### config.mk
export PLATFORM = sky130hd
export DESIGN_NAME = srcmatch_result_enc
export DESIGN_NICKNAME = d
export VERILOG_FILES = /design/src/rtl/srcm_pkg.sv /design/src/rtl/srcm_lsb_find.sv /design/src/rtl/srcm_pend_sel.sv /design/src/rtl/srcm_result_reg.sv /design/src/rtl/srcmatch_result_enc.sv
export SDC_FILE = /design/constraint.sdc
export NUM_CORES = 1
export LEC_CHECK = 0
export BUFFER_PORTS_ARGS = -buffer_cell sky130_fd_sc_hd__buf_2
export CORE_ASPECT_RATIO = 0.8
export CORE_MARGIN = 2
export CORE_UTILIZATION = 39
export DETAILED_ROUTE_END_ITERATION = 12
export PLACE_DENSITY = 0.8
export SYNTH_ARGS = -nofsm -noshare
export SYNTH_HDL_FRONTEND = slang
export SYNTH_SLANG_ARGS = --single-unit
export TNS_END_PERCENT = 10
### constraint.sdc
create_clock -name clk -period 3.2 [get_ports clk]
set_clock_uncertainty 0.05 [all_clocks]
set_input_delay 0.48 -clock clk [delete_from_list [all_inputs] [get_ports clk]]
set_output_delay 0.48 -clock clk [all_outputs]
set_load 0.02 [all_outputs]
### src/rtl/srcm_pkg.sv
package srcm_pkg;
  localparam int POS_W   = 5;
  localparam int IDX_W   = 7;
  localparam logic [IDX_W-1:0] NOMATCH_CODE = 7'h3F;
  localparam int TYPE_BIT = 5;
  localparam int PEND_BIT = 6;

  typedef struct packed {
    logic             pend;
    logic             is_ext;
    logic [POS_W-1:0] pos;
  } srcm_idx_t;
endpackage

### src/rtl/srcm_lsb_find.sv
module srcm_lsb_find #(
  parameter int W     = 24,
  parameter int GRP   = 8,
  parameter int POS_W = 5
) (
  input  logic [W-1:0]     vec_i,
  output logic             found_o,
  output logic [POS_W-1:0] pos_o
);
  localparam int NG    = (W + GRP - 1) / GRP;
  localparam int PADW  = NG * GRP;
  localparam int LOC_W = (GRP > 1) ? $clog2(GRP) : 1;

  logic [PADW-1:0]           padded;
  logic [NG-1:0]             grp_any;
  logic [NG-1:0][LOC_W-1:0]  grp_pos;

  assign padded = PADW'(vec_i);

  for (genvar g = 0; g < NG; g++) begin : g_grp
    logic [LOC_W-1:0] loc;
    always_comb begin
      loc = '0;
      for (int b = GRP - 1; b >= 0; b--) begin
        if (padded[g*GRP + b]) loc = LOC_W'(b);
      end
    end
    assign grp_any[g] = |padded[g*GRP +: GRP];
    assign grp_pos[g] = loc;
  end

  always_comb begin
    pos_o = '0;
    for (int g = NG - 1; g >= 0; g--) begin
      if (grp_any[g]) pos_o = POS_W'(g * GRP + int'(grp_pos[g]));
    end
  end

  assign found_o = |grp_any;

  // the reported position is a set bit; R9: no lower bit is set
  always_comb begin
    if (found_o) begin
      a_r3_hit_is_set: assert (vec_i[pos_o]);
      a_r9_nothing_below: assert ((vec_i & ((W'(1) << pos_o) - W'(1))) == '0);
    end
  end
endmodule

### src/rtl/srcm_pend_sel.sv
module srcm_pend_sel #(
  parameter int W     = 24,
  parameter int POS_W = 5
) (
  input  logic [POS_W-1:0] pos_i,
  input  logic             is_ext_i,
  input  logic [W-1:0]     short_en_i,
  input  logic [W-1:0]     ext_en_i,
  output logic             pend_o
);
  logic [POS_W-1:0] even_pos;
  logic             in_range;

  // extended entry n = pos/2, enabled by bit 2n
  assign even_pos = {pos_i[POS_W-1:1], 1'b0};
  assign in_range = int'(pos_i) < W;

  always_comb begin
    pend_o = 1'b0;
    if (in_range) begin
      if (is_ext_i) pend_o = ext_en_i[even_pos];
      else          pend_o = short_en_i[pos_i];
    end
  end
endmodule

### src/rtl/srcm_result_reg.sv
module srcm_result_reg
  import srcm_pkg::*;
#(
  parameter int PW = POS_W
) (
  input  logic             clk,
  input  logic             rst,
  input  logic             stb_i,
  input  logic             found_i,
  input  logic [PW-1:0]    pos_i,
  input  logic             is_ext_i,
  input  logic             pend_i,
  output logic [IDX_W-1:0] idx_o,
  output logic             vld_o
);
  srcm_idx_t nxt;

  always_comb begin
    nxt.pend   = pend_i;
    nxt.is_ext = is_ext_i;
    nxt.pos    = POS_W'(pos_i);
  end

  always_ff @(posedge clk) begin
    if (rst) begin
      idx_o <= NOMATCH_CODE;
      vld_o <= 1'b0;
    end else begin
      vld_o <= stb_i;
      if (stb_i) idx_o <= found_i ? IDX_W'(nxt) : NOMATCH_CODE;
    end
  end
endmodule

### src/rtl/srcmatch_result_enc.sv
module srcmatch_result_enc
  import srcm_pkg::*;
#(
  parameter int MASK_W = 24,
  parameter int GRP    = 8
) (
  input  logic              clk,
  input  logic              rst,
  input  logic              res_stb,
  input  logic [MASK_W-1:0] match_mask,
  input  logic              is_ext,
  input  logic [MASK_W-1:0] short_pend_en,
  input  logic [MASK_W-1:0] ext_pend_en,
  output logic [IDX_W-1:0]  idx_out,
  output logic              idx_vld
);
  logic             found;
  logic [POS_W-1:0] pos;
  logic             pend;

  srcm_lsb_find #(.W(MASK_W), .GRP(GRP), .POS_W(POS_W)) u_find (
    .vec_i   (match_mask),
    .found_o (found),
    .pos_o   (pos)
  );

  srcm_pend_sel #(.W(MASK_W), .POS_W(POS_W)) u_pend (
    .pos_i      (pos),
    .is_ext_i   (is_ext),
    .short_en_i (short_pend_en),
    .ext_en_i   (ext_pend_en),
    .pend_o     (pend)
  );

  srcm_result_reg #(.PW(POS_W)) u_reg (
    .clk      (clk),
    .rst      (rst),
    .stb_i    (res_stb),
    .found_i  (found),
    .pos_i    (pos),
    .is_ext_i (is_ext),
    .pend_i   (pend),
    .idx_o    (idx_out),
    .vld_o    (idx_vld)
  );

  a_r1_reset_state: assert property (@(posedge clk)
    rst |=> (idx_out == NOMATCH_CODE) && !idx_vld);

  a_r2_pulse_on: assert property (@(posedge clk) disable iff (rst)
    res_stb |=> idx_vld);

  a_r2_pulse_off: assert property (@(posedge clk) disable iff (rst)
    !res_stb |=> !idx_vld);

  a_r4_nomatch_code: assert property (@(posedge clk) disable iff (rst)
    (res_stb && (match_mask == '0)) |=> (idx_out == NOMATCH_CODE));

  a_r5_type_bit: assert property (@(posedge clk) disable iff (rst)
    (res_stb && (match_mask != '0)) |=> (idx_out[TYPE_BIT] == $past(is_ext)));

  a_r8_hold: assert property (@(posedge clk) disable iff (rst)
    !res_stb |=> $stable(idx_out));
endmodule

==> impl_metrics.toml <==
[global_routing]
grt_busiest_layer = "met2"
met2_usage_pct = 33.9
gr-usage-met1_pct = 22.0
grt_usage_pct = 18.9
grt_max_degree = 11
grt_first_pass_wirelength_mm = 4.89
antenna_found_initial = 0
grt_util_met3_pct = 4.71
overflow = 0
grt_pass1_vias = 1231

[clock_network]
cts_sinks = 8
cts-htree-levels = 1
post_cts_buffers = 0
clk_path_buf_depth = 2
cts_hold_buffers = 0
cts_resized = 0
ctsRootBufferMaster = "clkbuf_4"
cts_made_buffers = 3
cts_tree = "yes"
path_clk_slew_ns = 0.05
worstSkewPairLatency_ns = 0.25

[pwr]
switching_share_pct = 32.5
p_comb_share_pct = 43.5
pwr-share-clk_pct = 23.1
p_switching_w = 0.000107
p_per_area_mw_per_mm2 = 218
p_leak_nw = 0.707
seqPwrFrac_pct = 33.3
ir_worst_vdd_mv = 0.138
p_int_w = 0.000221

[final_layout]
num-fill-cells = 262
nets = 282
num_antenna_cells = 0
drive_above_1_share_pct = 47.1
area_growth_pct = 41.9

[critical_path]
cp_num_cells = 10
crit_type = "in -> reg"
required_ns = 3.31
cp-start-kind = "input pin"
crit_top_cell = "mux2i_1"
cp_max_fo = 9
path_delay_family = "simple AND/OR/NAND/NOR gates"
r2r_cells = 8
slowest_stage = "or4_1"
cp.arrival_ns = 2.94
critPathCaptureType = "register"
path_cells = "buf_2 -> or4_1 -> o2111a_2 -> nor2_4 -> buf_4 -> mux2i_1 -> mux2i_1 -> o22ai_1 -> a2111o_1 -> nor4_2"
cp_slowest_stage_delay_ns = 0.53
cp.buffers_inverters = 2

[sta]
min_period_ns = 2.82
fin_crit_sh_pct = 88.2
hold_viol = 0
tns_ns = 0
fmax_mhz = 354
tightestPinTransition_ns = 0.676
finalMaxSlewViolations = 0
setup_viol = 0
maxSlewHeadroom_pct = 54.7
fin_hold_ws_ns = 0.427
grt_setup_unrepaired = "no"
fin_ws_ns = 0.378

[routing]
ant_nets = 0
route.detailed.drc = 0
drt_iter0_drc = 43
routed_wl_mm = 2.83
vias = 1248
first_pass_iters = 4
viasPerCell = 5.20
wl_per_cell_um = 11.8

[logic_synthesis]
ys_ff_latch = 8
synth_area_leaders = "mux2i_1 (21%), dfxtp_1 (15%), nand2b_1 (4.1%)"
netlist_instances = 126
syn-num-nets = 202
synth.distinct_cells = 43
synth_top_cell_area_share_pct = 20.8
syn_avg_cell_area_um2 = 8.41
synthesis.area_mm2 = 0.00106
async_flop_share_pct = 0
synth_edf_count = 0
synth_seq_area_share_pct = 15.1
yosysMostFrequentCell = "mux2i_1"
synth_common_cells = "mux2i_1 (22), nor2_1 (11), a21oi_1 (8), dfxtp_1 (8)"
yosysTopAreaCell = "mux2i_1"
synth_ff_type = "dfxtp_1"
yosysWarnings = 0

[outcome]
status = "finished clean"

[floorplan]
ios = 84
num_rows = 16
die_w_um = 62.3
fp.dieH_um = 50.6
start_util_pct = 42.0
core_mm2 = 0.00252
dieArea_mm2 = 0.00315

[flow_run]
maxCapViolCount = 0

[placement]
gp_congestion = 0.886
dp.final_hpwl_mm = 2.44
place_ws_ns = 0.0998
io_buffers = 71

[worst_hold_path]
min_path_type = "in -> reg"
holdPathStages = 2
logic make-up (layout without fill, tap and decap cells):
kind of cell | count (synthesis) | in the layout | share of synthesized area [%]
buf+inv | 11 | 89 | 6.14
simple gates | 51 | 51 | 33.5
flops | 8 | 8 | 15.1
compound gates | 34 | 34 | 24.4
mux | 22 | 22 | 20.8
cells in the final DEF (no fill, tap or decap), types with 2 or more instances in the layout:
cell       netlist  final
buf_2            0     71
nor2_1          11     11
mux2i_1         22     22
nand3_1          2      2
dfxtp_1          8      8
a21oi_1          8      8
o22ai_1          6      6
nor2b_1          3      3
nor3_1           2      2
o31ai_1          2      2
buf_4            0      8
nand2_1          7      7
a2111oi_0        2      2
o31a_1           2      2
or4_4            2      2
nor3b_1          2      2
inv_1            7      7
clkbuf_4         0      3
o21ai_0          3      3
nor4_1           3      3
nor4_4           2      2
nand2b_1         7      7
per-layer routing:
metal | part of all wire [%] | up-vias | wire length [um]
met1 | 46 | 541 | 1290
li1 | - | 641 | -
met4 | 1.9 | 0 | 53
met2 | 44 | 57 | 1260
met5 | 0 | - | 0
met3 | 8.0 | 9 | 225
cell type report:
cell class              instances  area, um^2  area share, %
repair buffers                 79         415           27.6
inverters                       7        26.3           1.75
flip-flops and latches          8         160           10.6
clock buffers                   3        22.5           1.50
multi-input cells             107         835           55.5
well taps                      36        45.0           3.00
state kept, by name, summed over array words and instances, names as in the netlist:
| name | cells |
|---|---|
| u_reg.idx_o | 7 |
| u_reg.vld_o | 1 |
power groups by stage:
stage	clock, W	combinational [W]	sequential (W)
6_report	0.0000758	0.000143	0.000109
5_1_grt	0.0000871	0.000157	0.000110
4_1_cts	0.0000790	0.000144	0.000109
3_5_place_dp	0	0.000143	0.000111
3_3_place_gp	0	0.000141	0.000112
2_1_floorplan	0	0.0000673	0.000120
worst paths after layout:
check                               startpoint        endpoint  slack, ns
worst max-delay path            match_mask[17]  u_reg.idx_o[6]       0.38
worst min-delay path                       rst     u_reg.vld_o       0.43
worst min register to register  u_reg.idx_o[3]  u_reg.idx_o[3]       0.43
worst max register to register  u_reg.idx_o[6]  u_reg.idx_o[6]       1.33
through the flow:
| step | cells | utilization (%) | area (um^2) | total power, W |
|---|---|---|---|---|
| final | 240 | 59.6 | 1500 | 0.000328 |
| after floorplan | 126 | - | 1060 | 0.000187 |
| after global placement | 237 | 58.7 | 1480 | 0.000253 |
| after detailed placement | 237 | 58.7 | 1480 | 0.000255 |
| after CTS | 240 | 59.6 | 1500 | 0.000332 |
| after global routing | 240 | 59.6 | 1500 | 0.000355 |
Note: power is estimated with default switching activity, not from simulation.
